`src/rtl/flcmd_pkg.sv`:
```
`timescale 1ns/1ps
package flcmd_pkg;
  typedef enum logic [3:0] {
    S_IDLE, S_UL1, S_UL2, S_AUTO, S_PGADDR, S_PROG,
    S_ESET, S_EUL1, S_EUL2, S_ERASE, S_BEXIT
  } fst_t;

  typedef enum logic [1:0] {C_NORM, C_SUSP, C_BYP} ctx_t;

  localparam logic [1:0] K_ARRAY = 2'd0;
  localparam logic [1:0] K_STAT  = 2'd1;
  localparam logic [1:0] K_IDENT = 2'd2;

  localparam logic [7:0] CMD_UL1    = 8'hAA;
  localparam logic [7:0] CMD_UL2    = 8'h55;
  localparam logic [7:0] CMD_PROG   = 8'hA0;
  localparam logic [7:0] CMD_ESETUP = 8'h80;
  localparam logic [7:0] CMD_AUTO   = 8'h90;
  localparam logic [7:0] CMD_BYPASS = 8'h20;
  localparam logic [7:0] CMD_RESET  = 8'hF0;
  localparam logic [7:0] CMD_SECT   = 8'h30;
  localparam logic [7:0] CMD_CHIP   = 8'h10;
  localparam logic [7:0] CMD_SUSP   = 8'hB0;
  localparam logic [7:0] CMD_LEAVE  = 8'h00;
endpackage

```
`src/rtl/flcmd_timer.sv`:
```
`timescale 1ns/1ps
module flcmd_timer #(
  parameter int TW = 6
) (
  input  logic          clk,
  input  logic          rst,
  input  logic          load,
  input  logic [TW-1:0] len,
  input  logic          run,
  output logic          done
);
  logic [TW-1:0] cnt;

  always_ff @(posedge clk) begin
    if (rst)                    cnt <= '0;
    else if (load)              cnt <= len;
    else if (run && cnt != '0)  cnt <= cnt - 1'b1;
  end

  assign done = run && !load && (cnt == TW'(1));
endmodule

```
`src/rtl/flcmd_rdroute.sv`:
```
`timescale 1ns/1ps
module flcmd_rdroute
  import flcmd_pkg::*;
#(
  parameter int         ADDR_W = 12,
  parameter int         BANK_W = 2,
  parameter int         SECT_W = 4,
  parameter logic [7:0] MFR_ID = 8'h01,
  parameter logic [7:0] DEV_ID = 8'h7E
) (
  input  logic              clk,
  input  logic              rst,
  input  logic              rd_en,
  input  logic [ADDR_W-1:0] rd_addr,
  input  logic              auto_on,
  input  logic              prog_on,
  input  logic [BANK_W-1:0] prog_bank,
  input  logic              erase_on,
  input  logic              susp_on,
  input  logic              er_chip,
  input  logic [SECT_W-1:0] er_sect,
  output logic              rd_valid,
  output logic [1:0]        rd_kind,
  output logic [7:0]        rd_data
);
  logic [SECT_W-1:0] a_sect;
  logic [BANK_W-1:0] a_bank, e_bank;
  logic              hit_busy, tog;
  logic              unused_rd;

  assign a_sect    = rd_addr[ADDR_W-1 -: SECT_W];
  assign a_bank    = rd_addr[ADDR_W-1 -: BANK_W];
  assign e_bank    = er_sect[SECT_W-1 -: BANK_W];
  assign unused_rd = ^rd_addr[ADDR_W-SECT_W-1:1];

  assign hit_busy = (prog_on  && a_bank == prog_bank) ||
                    (erase_on && (er_chip || a_bank == e_bank)) ||
                    (susp_on  && (er_chip || a_sect == er_sect));

  always_ff @(posedge clk) begin
    if (rst) begin
      rd_valid <= 1'b0;
      rd_kind  <= K_ARRAY;
      rd_data  <= '0;
      tog      <= 1'b0;
    end else begin
      rd_valid <= rd_en;
      rd_kind  <= K_ARRAY;
      rd_data  <= '0;
      if (rd_en) begin
        if (auto_on) begin
          rd_kind <= K_IDENT;
          rd_data <= rd_addr[0] ? DEV_ID : MFR_ID;
        end else if (hit_busy) begin
          rd_kind <= K_STAT;
          rd_data <= {1'b0, tog, 6'b0};
          tog     <= ~tog;
        end
      end
    end
  end
endmodule

```
`src/rtl/flcmd_ctrl.sv`:
```
`timescale 1ns/1ps
module flcmd_ctrl
  import flcmd_pkg::*;
#(
  parameter int                ADDR_W   = 12,
  parameter int                BANK_W   = 2,
  parameter int                SECT_W   = 4,
  parameter int                PROG_CYC = 6,
  parameter int                ER_CYC   = 20,
  parameter int                CHIP_CYC = 40,
  parameter logic [7:0]        MFR_ID   = 8'h01,
  parameter logic [7:0]        DEV_ID   = 8'h7E,
  parameter logic [ADDR_W-1:0] UL_A1    = 'h555,
  parameter logic [ADDR_W-1:0] UL_A2    = 'h2AA
) (
  input  logic                   clk,
  input  logic                   rst,
  input  logic                   wr_en,
  input  logic [ADDR_W-1:0]      wr_addr,
  input  logic [7:0]             wr_data,
  input  logic                   acc_en,
  input  logic                   rd_en,
  input  logic [ADDR_W-1:0]      rd_addr,
  output logic                   rd_valid,
  output logic [1:0]             rd_kind,
  output logic [7:0]             rd_data,
  output logic [(1<<BANK_W)-1:0] bank_busy,
  output logic                   pg_we,
  output logic [ADDR_W-1:0]      pg_addr,
  output logic [7:0]             pg_data,
  output logic                   er_start,
  output logic                   er_chip,
  output logic [SECT_W-1:0]      er_sect,
  output logic                   prot_ovr,
  output logic                   bypass_mode
);
  localparam int NB   = 1 << BANK_W;
  localparam int MX1  = (ER_CYC > PROG_CYC) ? ER_CYC : PROG_CYC;
  localparam int MAXC = (CHIP_CYC > MX1) ? CHIP_CYC : MX1;
  localparam int TW   = $clog2(MAXC + 1);

  fst_t              st, st_d;
  ctx_t              ctx, ctx_d;
  logic              pt_load, pt_done, et_load, et_done;
  logic [TW-1:0]     et_len;
  logic              pg_go, er_go, chip_d;
  logic [SECT_W-1:0] sect_d, wr_sect;
  logic              hit1, hit2, at1, blocked;
  logic [NB-1:0]     busy_d;

  assign wr_sect = wr_addr[ADDR_W-1 -: SECT_W];
  assign at1     = (wr_addr == UL_A1);
  assign hit1    = at1 && (wr_data == CMD_UL1);
  assign hit2    = (wr_addr == UL_A2) && (wr_data == CMD_UL2);
  assign blocked = (ctx == C_SUSP) && (er_chip || wr_sect == er_sect);

  flcmd_timer #(.TW(TW)) u_ptim (
    .clk(clk), .rst(rst), .load(pt_load), .len(TW'(PROG_CYC)),
    .run(1'b1), .done(pt_done)
  );

  flcmd_timer #(.TW(TW)) u_etim (
    .clk(clk), .rst(rst), .load(et_load), .len(et_len),
    .run(st == S_ERASE), .done(et_done)
  );

  always_comb begin
    st_d    = st;
    ctx_d   = ctx;
    pt_load = 1'b0;
    et_load = 1'b0;
    et_len  = TW'(ER_CYC);
    pg_go   = 1'b0;
    er_go   = 1'b0;
    chip_d  = er_chip;
    sect_d  = er_sect;
    if (acc_en && !prot_ovr && ctx == C_NORM)     ctx_d = C_BYP;
    else if (!acc_en && prot_ovr && ctx == C_BYP) ctx_d = C_NORM;
    case (st)
      S_PROG: if (pt_done) st_d = S_IDLE;
      S_ERASE: begin
        if (et_done) begin
          st_d  = S_IDLE;
          ctx_d = acc_en ? C_BYP : C_NORM;
        end else if (wr_en && wr_data == CMD_SUSP) begin
          st_d  = S_IDLE;
          ctx_d = C_SUSP;
        end
      end
      default: if (wr_en) begin
        case (st)
          S_IDLE: begin
            case (ctx)
              C_BYP: begin
                if (wr_data == CMD_PROG)      st_d = S_PGADDR;
                else if (wr_data == CMD_AUTO) st_d = S_BEXIT;
              end
              C_SUSP: begin
                if (hit1) st_d = S_UL1;
                else if (wr_data == CMD_SECT) begin
                  st_d  = S_ERASE;
                  ctx_d = acc_en ? C_BYP : C_NORM;
                end
              end
              default: if (hit1) st_d = S_UL1;
            endcase
          end
          S_UL1: st_d = hit2 ? S_UL2 : S_IDLE;
          S_UL2: begin
            st_d = S_IDLE;
            if (at1 && wr_data == CMD_PROG) st_d = S_PGADDR;
            else if (at1 && ctx == C_NORM) begin
              if (wr_data == CMD_ESETUP)      st_d  = S_ESET;
              else if (wr_data == CMD_AUTO)   st_d  = S_AUTO;
              else if (wr_data == CMD_BYPASS) ctx_d = C_BYP;
            end
          end
          S_AUTO: if (wr_data == CMD_RESET) st_d = S_IDLE;
          S_PGADDR: begin
            if (blocked) st_d = S_IDLE;
            else begin
              st_d    = S_PROG;
              pg_go   = 1'b1;
              pt_load = 1'b1;
            end
          end
          S_ESET: st_d = hit1 ? S_EUL1 : S_IDLE;
          S_EUL1: st_d = hit2 ? S_EUL2 : S_IDLE;
          S_EUL2: begin
            st_d = S_IDLE;
            if (wr_data == CMD_SECT) begin
              st_d    = S_ERASE;
              er_go   = 1'b1;
              et_load = 1'b1;
              chip_d  = 1'b0;
              sect_d  = wr_sect;
            end else if (at1 && wr_data == CMD_CHIP) begin
              st_d    = S_ERASE;
              er_go   = 1'b1;
              et_load = 1'b1;
              chip_d  = 1'b1;
              et_len  = TW'(CHIP_CYC);
            end
          end
          S_BEXIT: begin
            st_d = S_IDLE;
            if (wr_data == CMD_LEAVE) ctx_d = acc_en ? C_BYP : C_NORM;
          end
          default: ;
        endcase
      end
    endcase
  end

  always_comb begin
    busy_d = '0;
    if (st == S_PROG) busy_d[pg_addr[ADDR_W-1 -: BANK_W]] = 1'b1;
    if (st == S_ERASE) begin
      if (er_chip) busy_d = '1;
      else         busy_d[er_sect[SECT_W-1 -: BANK_W]] = 1'b1;
    end
  end

  always_ff @(posedge clk) begin
    if (rst) begin
      st          <= S_IDLE;
      ctx         <= C_NORM;
      prot_ovr    <= 1'b0;
      pg_we       <= 1'b0;
      pg_addr     <= '0;
      pg_data     <= '0;
      er_start    <= 1'b0;
      er_chip     <= 1'b0;
      er_sect     <= '0;
      bank_busy   <= '0;
      bypass_mode <= 1'b0;
    end else begin
      st          <= st_d;
      ctx         <= ctx_d;
      prot_ovr    <= acc_en;
      pg_we       <= pg_go;
      er_start    <= er_go;
      er_chip     <= chip_d;
      er_sect     <= sect_d;
      bank_busy   <= busy_d;
      bypass_mode <= (ctx == C_BYP);
      if (pg_go) begin
        pg_addr <= wr_addr;
        pg_data <= wr_data;
      end
    end
  end

  flcmd_rdroute #(
    .ADDR_W(ADDR_W), .BANK_W(BANK_W), .SECT_W(SECT_W),
    .MFR_ID(MFR_ID), .DEV_ID(DEV_ID)
  ) u_rd (
    .clk(clk), .rst(rst), .rd_en(rd_en), .rd_addr(rd_addr),
    .auto_on(st == S_AUTO), .prog_on(st == S_PROG),
    .prog_bank(pg_addr[ADDR_W-1 -: BANK_W]),
    .erase_on(st == S_ERASE), .susp_on(ctx == C_SUSP),
    .er_chip(er_chip), .er_sect(er_sect),
    .rd_valid(rd_valid), .rd_kind(rd_kind), .rd_data(rd_data)
  );
endmodule

```
`config.mk`:
```
export PLATFORM = sky130hd
export DESIGN_NAME = flcmd_ctrl
export DESIGN_NICKNAME = d
export VERILOG_FILES = /design/src/rtl/flcmd_pkg.sv /design/src/rtl/flcmd_timer.sv /design/src/rtl/flcmd_rdroute.sv /design/src/rtl/flcmd_ctrl.sv
export SDC_FILE = /design/constraint.sdc
export NUM_CORES = 1
export LEC_CHECK = 0
export ABC_AREA = 1
export CAP_MARGIN = 25
export CELL_PAD_IN_SITES_DETAIL_PLACEMENT = 0
export CELL_PAD_IN_SITES_GLOBAL_PLACEMENT = 2
export CORE_MARGIN = 1
export CORE_UTILIZATION = 31
export CTS_CLUSTER_SIZE = 25
export DETAILED_ROUTE_END_ITERATION = 10
export DONT_BUFFER_PORTS = 1
export GPL_ROUTABILITY_DRIVEN = 0
export PLACE_DENSITY_LB_ADDON = 0.1
export RECOVER_POWER = 50
export SETUP_SLACK_MARGIN = 0.15
export SYNTH_ARGS = -nofsm -noshare
export SYNTH_HDL_FRONTEND = slang
export SYNTH_HIERARCHICAL = 1
export SYNTH_SLANG_ARGS = --single-unit
```
`constraint.sdc`:
```
create_clock -name clk -period 2.4 [get_ports clk]
set_clock_uncertainty 0.15 [all_clocks]
set_input_delay 0.12 -clock clk [delete_from_list [all_inputs] [get_ports clk]]
set_output_delay 0.12 -clock clk [all_outputs]
set_load 0.03 [all_outputs]
```
* Word-level counts from Yosys, hierarchy flattened
Index checks and enable logic that the tools add are counted.
** Word-level totals
- Flip-flop bits (word level) :: 63
** Operators by class
- Equal/unequal tests :: 36
- Add/sub/neg operators :: 2
- $lt $le $gt $ge :: 4
- Reductions and logical operators :: 47
- Bitwise logic cells :: 5
- Mux-type cells :: 72
** Operator list (count)
- 4-bit 2-to-1 mux :: 16
- 8-bit == test, second input constant :: 6
- 6-bit 2-to-1 mux :: 7
- 2-bit 2-to-1 mux :: 18
- 4-bit one-hot mux with 9 select lines :: 1
- 3-bit 2-to-1 mux :: 7
- 1-bit logical AND :: 20
- 4-bit by 3-bit == test with 1-bit output, second input constant :: 4
- 8-bit by 6-bit == test with 1-bit output, second input constant :: 2
- 4-bit one-hot mux with 2 select lines :: 2
- 1-bit 2-to-1 mux :: 14
- 7-bit 2-to-1 mux :: 2
- 12-bit by 10-bit == test with 1-bit output, second input constant :: 1
- 12-bit by 11-bit == test with 1-bit output, second input constant :: 1
- 4-bit == test, second input constant :: 3
- 6-bit by 1-bit == test with 1-bit output, second input constant :: 2
- 6-bit nonzero test :: 2
- 6-bit by 1-bit subtractor with 6-bit output, second input constant :: 2
- 11-bit nonzero test :: 1
- 4-bit by 2-bit == test with 1-bit output, second input constant :: 2
- 4-bit == test :: 2
- 8-bit by 5-bit == test with 1-bit output, second input constant :: 1
- 8-bit by 7-bit == test with 1-bit output, second input constant :: 1
- 8-bit zero test :: 1
- other kinds (29) :: 48

* Depth between registers and ports, before layout
Gate-level depths: netlist of the first run.
- Word-level depth :: 13
- Mapped depth :: 20

* By module
Netlist of the first run, hierarchy kept.
** By module, submodules not included
- flcmd_ctrl :: seq. area each 780.7 um^2, cells each 401, area each 2566.2 um^2, instances 1
- flcmd_timer :: seq. area each 120.1 um^2, cells each 65, area each 445.4 um^2, instances 2
- flcmd_rdroute :: seq. area each 140.1 um^2, cells each 69, area each 442.9 um^2, instances 1

* Least setup slack after synthesis of the first run
No wires, ideal clock.
- Path kind :: reg2reg
- From :: register er_sect[2]
- To :: register st[2]
- Stages on the path, launching flop included :: 18
- Data required time :: 2136 ps
- Arrival :: 2295 ps
- Setup time :: 114 ps
- Path buffers :: 2
- Path slack :: -159 ps
- Cells stage by stage :: dfxtp_1 inv_1 nand2_1 nand2_1 nor2_1 nand2_1 nand2_1 a21oi_1 nand2_2 inv_4 buf_4 buf_4 nor4_1 or2_2 nand4_1 nand3b_4 a21oi_1 nor2_1
** On the way
- Cells in the longest elaborated chain, start to end :: 11
- Elaborated cells between the ends (all ways) :: 15
- Those cells by class :: eq/ne (2); mux (8); reduce/logical (5)
** Ends and longest elaborated chain
- start: declaration :: RTL line flcmd_ctrl.sv:33 : output logic [SECT_W-1:0] er_sect,
- start signal: assignment :: RTL line flcmd_ctrl.sv:184 : er_sect <= sect_d;
- 4-bit == test :: RTL line flcmd_ctrl.sv:55 : assign blocked = (ctx == C_SUSP) && (er_chip || wr_sect == er_sect);
- 1-bit logical OR :: RTL line flcmd_ctrl.sv:55
- 1-bit logical AND :: RTL line flcmd_ctrl.sv:55
- 1-bit 2-to-1 mux (4 in series)
- net pg_go :: RTL line flcmd_ctrl.sv:46 : logic pg_go, er_go, chip_d;
- 1-bit zero test :: RTL line flcmd_timer.sv:20 : assign done = run && !load && (cnt == TW'(1));
- 1-bit logical AND :: RTL line flcmd_timer.sv:20
- net pt_done :: RTL line flcmd_ctrl.sv:44 : logic pt_load, pt_done, et_load, et_done;
- 2-bit inequality test (no source line)
- 8-bit AND reduction (no source line)
- end signal: assignment :: RTL line flcmd_ctrl.sv:178 : st <= st_d;
- end: declaration :: RTL line flcmd_ctrl.sv:42 : fst_t st, st_d;
The timed path passes the listed nets, and every way through them passes these cells. The select of a mux whose other input is x is not followed.
A chain may end at the register's enable or synchronous reset.

* Worst setup path in the final report of the first run
- From :: register st[1]
- To :: register st[2]
** On the way
- Cells in the longest elaborated chain, start to end :: 9
- Elaborated cells between the ends (all ways) :: 36
- Those cells by class :: eq/ne (16); mux (10); reduce/logical (10)
** Ends and longest elaborated chain
- 4-bit == test :: RTL line flcmd_ctrl.sv:91 : case (st)
- 1-bit 2-to-1 mux :: RTL line flcmd_ctrl.sv:91
- 1-bit 2-to-1 mux :: RTL line flcmd_ctrl.sv:90 : default: if (wr_en) begin
- 1-bit 2-to-1 mux :: RTL line flcmd_ctrl.sv:79 : case (st)
- 1-bit zero test :: RTL line flcmd_timer.sv:20
- 1-bit logical AND * (2 in series) :: RTL line flcmd_timer.sv:20
- net et_done :: RTL line flcmd_ctrl.sv:44
- 3-bit inequality test (no source line) or 4-bit 2-to-1 mux (tied branches)
- 8-bit AND reduction (no source line) or 4-bit one-hot mux with 2 select lines (tied branches)
Mark *: on every way through the listed nets, which the timed path passes. The rest lies on a longest branch. The select of a mux whose other input is x is not followed.

==> flow_summary.yaml, run 1 <==
status:
  status: "finished, final reports clean"
global_routing:
  antenna_found_initial: 0
  grt_max_degree: 32
  grt_pass1_vias: 3832
  grtUsageTotal_pct: 19.2
  grt_overflow_total: 0
  grt_first_pass_wirelength_um: 19300
critical_path:
  critPathMaxFanout: 6
  reg2reg_from: "st[1]"
  worstPathRequired_ns: 2.52
  cp.depth: 18
  r2r_slack_ns: 0.11
  critPathArrivalTime_ns: 2.41
  path_delay_family: "simple AND/OR/NAND/NOR gates"
  rr_worst_depth: 18
  cp_cell_sequence: "inv_4 -> nand2_4 -> nor2_4 -> nor2_4 -> inv_4 -> nor2_8 -> nand2_4 -> inv_4 -> nor4_4 -> inv_1 -> nand2_2 -> inv_2 -> nand2_2 -> nand4_1 -> nand3b_4 -> nand2_2 -> nand2_1 -> nor2_1"
  slowest_delay_ns: 0.37
  reg2reg_to: "st[2]"
  worstSetupStartpointType: "register"
  crit_slowest_cell: "dfxtp_4"
  cp_num_buf_inv: 5
  path_class: "register to register"
  end_kind: "register"
synth:
  async_flop_share_pct: 0
  synth_area_leaders: "dfxtp_1 (30%), nand2_1 (16%), inv_1 (6.8%), nor2_1 (6.6%), nand3_1 (5.6%)"
  synth-seq-cells: 58
  yosysTopAreaCell: "dfxtp_1"
  yosys-top-cells-count: "nand2_1 (166), inv_1 (71), nor2_1 (69)"
  ys_dominant_reg_cell: "dfxtp_1"
  syn-instance-count: 600
  ys_warn_count: 6
  yosysSeqAreaShare_pct: 29.8
  synth-edff-count: 0
  syn_area_mm2: 0.00390
  netlist.area_leader.share_pct: 29.8
  synth.distinct_cells: 40
  synth.most_common_cell: "nand2_1"
  avgSynthCellArea_um2: 6.50
die:
  die_w_um: 114
  die_h_um: 114
  core_area_mm2: 0.0122
  rows: 40
  num_io_pins: 81
  initial_core_util_pct: 32.1
  dieArea_mm2: 0.0130
timing:
  period_needed_ns: 2.29
  fin_crit_sh_pct: 95.6
  max_freq_mhz: 436
  finalMaxSlewViolations: 0
  setup_viol: 0
  slew_headroom_pct: 46.7
  tightest_slew_ns: 0.804
  rsz0062_at_grt: "true"
  finalHoldViolCount: 0
  worst_slack_ns: 0.106
  final.setup.tns_ns: 0
flow_run:
  cap_violations: 0
power:
  p_int_w: 0.00265
  ir_worst_vdd_uv: 702
  seqPwrFrac_pct: 31.8
  comb_power_share_pct: 34.2
  p_leak_nw: 2.25
  power_density_mw_per_mm2: 818
  clkPwrFrac_pct: 34.0
  swShare_pct: 38.0
  switchingPower_w: 0.00162
clock_tree:
  htreeDepth: 3
  cts_tree: "done"
  cts_buffers: 9
  clkTransAtPathRegs_ns: 0.05
  cts_buffer_depth: 2
  insertion_delay_ns: 0.34
  root_buffer: "clkbuf_16"
  cts.sinks: 58
place:
  place.port_buffers: 0
  hpwl_um: 8950
  place_ws_ns: 0.0334
hold_path:
  hold_start: "acc_en"
  holdPathEnd: "ctx[1]"
  hold_path.class: "primary input to register"
  hold_depth: 4
cells_and_area:
  layout.nets: 736
  diodes: 0
  synthToLayoutAreaGrowth_pct: 34.2
  drive_gt1_share_pct: 22.5
  fillers: 1286
detailed_routing:
  drtIter0Drc: 211
  vias: 4000
  routed_via_density: 4.64
  wl_per_cell_um: 14.1
  ant_nets: 0
  drtPass1Iterations: 4
  wl_um: 12100
  drcViolationCount: 0
==> repair_timing <==
action,CTS,global route
hold endpoints to repair,54,21
pin swaps,7,10
gates resized for setup,8,19
endpoints found under the setup margin,21,28
buffers inserted,7,9
hold buffers,29,9
==> cell families after synthesis <==
group / Yosys count / share of synthesized area [%]
xor+xnor: 2 / 0.449
flops: 58 / 29.8
simple gates: 338 / 40.7
other cells: 3 / 0.289
compound gates: 96 / 15.1
fa+ha+maj: 10 / 3.21
buf+inv: 93 / 10.5
==> cell type report <==
class	count	area [µm²]	share of cell area [%]
tap	168	210	4.02
inverter	78	312	5.95
clock buffer	10	250	4.78
sequential	58	1190	22.7
timing repair buffer	84	718	13.7
multi-input combinational	458	2470	47.2
clock inverter	6	86.3	1.65
==> registers in the layout, summed over array words and instances, names as in the netlist, 2 cells and up <==
register      count
u_etim/cnt        6
u_ptim/cnt        6
u_rd/rd_kind      2
st                4
bank_busy         4
er_sect           4
ctx               2
u_rd/rd_data      3
pg_data           8
pg_addr          12
==> metrics by stage <==
stage / power (W) / area [µm²] / util [%] / hold slack (ns) / cells
after floorplan: 0.00235 / 4020 / - / 0.0391 / 609
after global placement: 0.00265 / 4330 / 35.6 / 0.0438 / 792
after detailed placement: 0.00265 / 4330 / 35.6 / 0.0448 / 792
after CTS: 0.00424 / 5040 / 41.4 / -0.318 / 844
after global routing: 0.00456 / 5230 / 43.0 / 0.0625 / 862
final: 0.00428 / 5230 / 43.0 / 0.0508 / 862
==> worst reg2reg max path: stages (launching register included) <==
cell      delay, ns
dfxtp_4        0.37
inv_4          0.07
nand2_4        0.07
nor2_4         0.14
nor2_4         0.06
inv_4          0.07
nor2_8         0.04
nand2_4        0.08
inv_4          0.04
nor4_4         0.22
inv_1          0.08
nand2_2        0.08
inv_2          0.04
nand2_2        0.06
nand4_1        0.16
nand3b_4       0.24
nand2_2        0.07
nand2_1        0.05
nor2_1         0.12
==> worst max path at each step <==
stage | slack, ns | start | end
after floorplan | 0.16 | st[1] | st[2]
after global placement | 0.05 | st[3] | st[2]
after detailed placement | 0.03 | st[3] | st[2]
after CTS | 0.12 | st[3] | st[2]
after global routing | -0.03 | st[1] | st[2]
final | 0.11 | st[1] | st[2]
==> metal layers <==
metal | part of all wire (%) | GRT usage [%] | wire (µm)
met5 | 0 | 0 | 0
met4 | 1.4 | 5.54 | 166
met3 | 5.2 | 5.29 | 629
met2 | 48 | 33.1 | 5880
met1 | 45 | 23.4 | 5440
==> power groups by stage <==
stage,logic [W],clock network (W),registers (W)
3_3_place_gp,0.00128,0,0.00137
4_1_cts,0.00138,0.00150,0.00136
5_1_grt,0.00164,0.00154,0.00138
3_5_place_dp,0.00128,0,0.00137
6_report,0.00146,0.00146,0.00136
2_1_floorplan,0.000996,0,0.00136
==> layout by cell type (no fill, tap or decap), drive strengths merged, types with 6 or more instances in the layout <==
cell           n
nand2        181
nor2          82
inv           78
dfxtp         58
a21oi         54
nand3         48
buf           40
dlygate4sd3   37
o21ai         37
clkbuf        17
conb          12
nor3          11
ha            10
nand4          6
Note: power is estimated with default switching activity, not from simulation.
==> run 2: changes to the inputs <==
--- a/config.mk
+++ b/config.mk
@@ -15,7 +15,7 @@
 export DETAILED_ROUTE_END_ITERATION = 10
 export DONT_BUFFER_PORTS = 1
 export GPL_ROUTABILITY_DRIVEN = 0
-export PLACE_DENSITY_LB_ADDON = 0.1
+export PLACE_DENSITY_LB_ADDON = 0.25
 export RECOVER_POWER = 50
 export SETUP_SLACK_MARGIN = 0.15
 export SYNTH_ARGS = -nofsm -noshare
==> flow_summary.yaml, run 2 (synthesis gave the netlist of run 1 again) <==
timing:
  tightest_slew_ns: 0.809
  fin_crit_sh_pct: 94.3
  period_needed_ns: 2.26
  finalMaxSlewViolations: 0
  rsz0062_at_grt: "true"
  finalHoldViolCount: 0
  final.setup.tns_ns: 0
  setup_viol: 0
  max_freq_mhz: 442
  slew_headroom_pct: 46.3
place:
  place.port_buffers: 0
  dp_cells: 786
  hpwl_um: 8920
  place_area_mm2: 0.00428
global_routing:
  grt_pass1_vias: 3899
  grt_overflow_total: 0
  grtUsageTotal_pct: 19.9
  grt_max_degree: 38
  grt_first_pass_wirelength_um: 19900
  antenna_found_initial: 0
critical_path:
  worstPathRequired_ns: 2.52
  slowest_delay_ns: 0.36
  end_kind: "register"
  path_class: "register to register"
  critPathMaxFanout: 6
  path_delay_family: "simple AND/OR/NAND/NOR gates"
  reg2reg_from: "st[1]"
  cp_num_buf_inv: 4
  r2r_slack_ns: 0.14
  worstSetupStartpointType: "register"
  path_common_cell: "nand2_1"
  cp_cell_sequence: "inv_4 -> nand2_4 -> nor2_4 -> buf_6 -> nand3_1 -> nor4_4 -> inv_1 -> nand2_2 -> inv_1 -> nand2_1 -> nand4_1 -> nand3b_4 -> nand2_1 -> nand2_1 -> nor2_1"
  critPathArrivalTime_ns: 2.38
  crit_slowest_cell: "dfxtp_4"
  reg2reg_to: "st[2]"
  rr_worst_depth: 15
cells_and_area:
  synthToLayoutAreaGrowth_pct: 27.3
  layout_commonest_cell: "nand2_1"
  diodes: 0
  largest_registers: "pg_addr (12), pg_data (8)"
  final-instance-count-excl-fill: 836
  final_cell_area_mm2: 0.00497
  drive_gt1_share_pct: 20.7
  largest_reg_flops: 12
  regMostFlops: "pg_addr"
  layout.nets: 710
  utilization_pct: 40.8
  mostFrequentLayoutCells: "nand2_1 (159), inv_1 (67), nor2_1 (65), dfxtp_1 (50), nand3_1 (43)"
power:
  swShare_pct: 39.9
  seqPwrFrac_pct: 34.1
  clkPwrFrac_pct: 31.6
  comb_power_share_pct: 34.3
  ir_worst_vdd_uv: 466
  finalPower_w: 0.00400
  p_leak_nw: 2.10
  switchingPower_w: 0.00159
  p_int_w: 0.00240
  power_density_mw_per_mm2: 805
die:
  core_area_mm2: 0.0122
  dieArea_mm2: 0.0130
  die_h_um: 114
  rows: 40
  die_w_um: 114
  num_io_pins: 81
  initial_core_util_pct: 32.1
hold_path:
  hold_start: "acc_en"
  hold_depth: 4
  holdPathEnd: "ctx[1]"
  hold_path.class: "primary input to register"
clock_tree:
  cts_buffer_depth: 2
  cts.sinks: 58
  cts_tree: "done"
  root_buffer: "clkbuf_16"
  htreeDepth: 3
  cts_buffers: 9
  insertion_delay_ns: 0.34
  clkTransAtPathRegs_ns: 0.05
flow_run:
  cap_violations: 0
detailed_routing:
  drtPass1Iterations: 4
  routed_via_density: 4.64
  vias: 3881
  drtIter0Drc: 216
  drcViolationCount: 0
  ant_nets: 0
  wl_um: 12000
  wl_per_cell_um: 14.3
status:
  status: "finished, final reports clean"
## run 2: cell count changes in the layout (fill, tap and decap cells not counted), moves of 2 or more
cell / before / now
dlygate4sd3_1: 37 / 25
buf_4: 37 / 23
bufinv_16: 2 / 0
clkbuf_8: 0 / 2
nand2_1: 157 / 159
## run 2: per-layer routing
metal / global-route usage (%) / up-vias / share of wire, %
met4: 6.32 / 0 / 1.3
met1: 24.4 / 1763 / 47
met2: 33.6 / 79 / 47
li1: - / 2024 / -
met3: 5.56 / 15 / 5.3
met5: 0 / - / 0
## run 2: how the worst max path moves through the flow
stage	startpoint	end	slack (ns)	cells past startpoint
floorplan	st[1]	st[2]	0.16	18
global placement	st[3]	st[2]	0.06	18
detailed placement	st[3]	st[3]	0.05	18
CTS	st[3]	st[3]	0.13	18
global route	er_sect[3]	st[2]	-0.05	16
finish	st[1]	st[2]	0.14	15
## run 2: metrics by stage
stage	hold slack, ns	setup WS [ns]
global placement	0.0432	0.0598
finish	0.0144	0.137
CTS	0.0185	0.130
detailed placement	0.0429	0.0538
global route	0.0793	-0.0517
floorplan	0.0391	0.159
## run 2: final cells by class
cell class                 count  area, µm²
fill                        1325       7200
multi-input combinational    458       2470
sequential                    58       1180
timing repair buffer          58        504
inverter                      78        305
clock buffer                  13        272
tap                          168        210
clock inverter                 3       21.3
## run 2: worst min-delay path, cell delays in order
cell and delay [ns]:
o211ai_1 0.07, nand3_1 0.08, nand2_1 0.04, a21oi_1 0.14
## run 2: repair_timing
| item | CTS | global route |
|---|---|---|
| hold buffers | 27 | 0 |
| hold endpoints to repair | 54 | 0 |
| setup buffers | 3 | 4 |
| setup endpoints to repair | 8 | 14 |
| resized for setup | 10 | 15 |
| pin swaps | 5 | 14 |
## run 2: power by group through the flow
| stage | sequential, W | clock [W] | combinational (W) |
|---|---|---|---|
| after floorplan | 0.00136 | 0 | 0.000996 |
| final | 0.00136 | 0.00126 | 0.00137 |
| after global placement | 0.00137 | 0 | 0.00128 |
| after detailed placement | 0.00137 | 0 | 0.00127 |
| after global routing | 0.00138 | 0.00134 | 0.00155 |
| after CTS | 0.00136 | 0.00130 | 0.00136 |
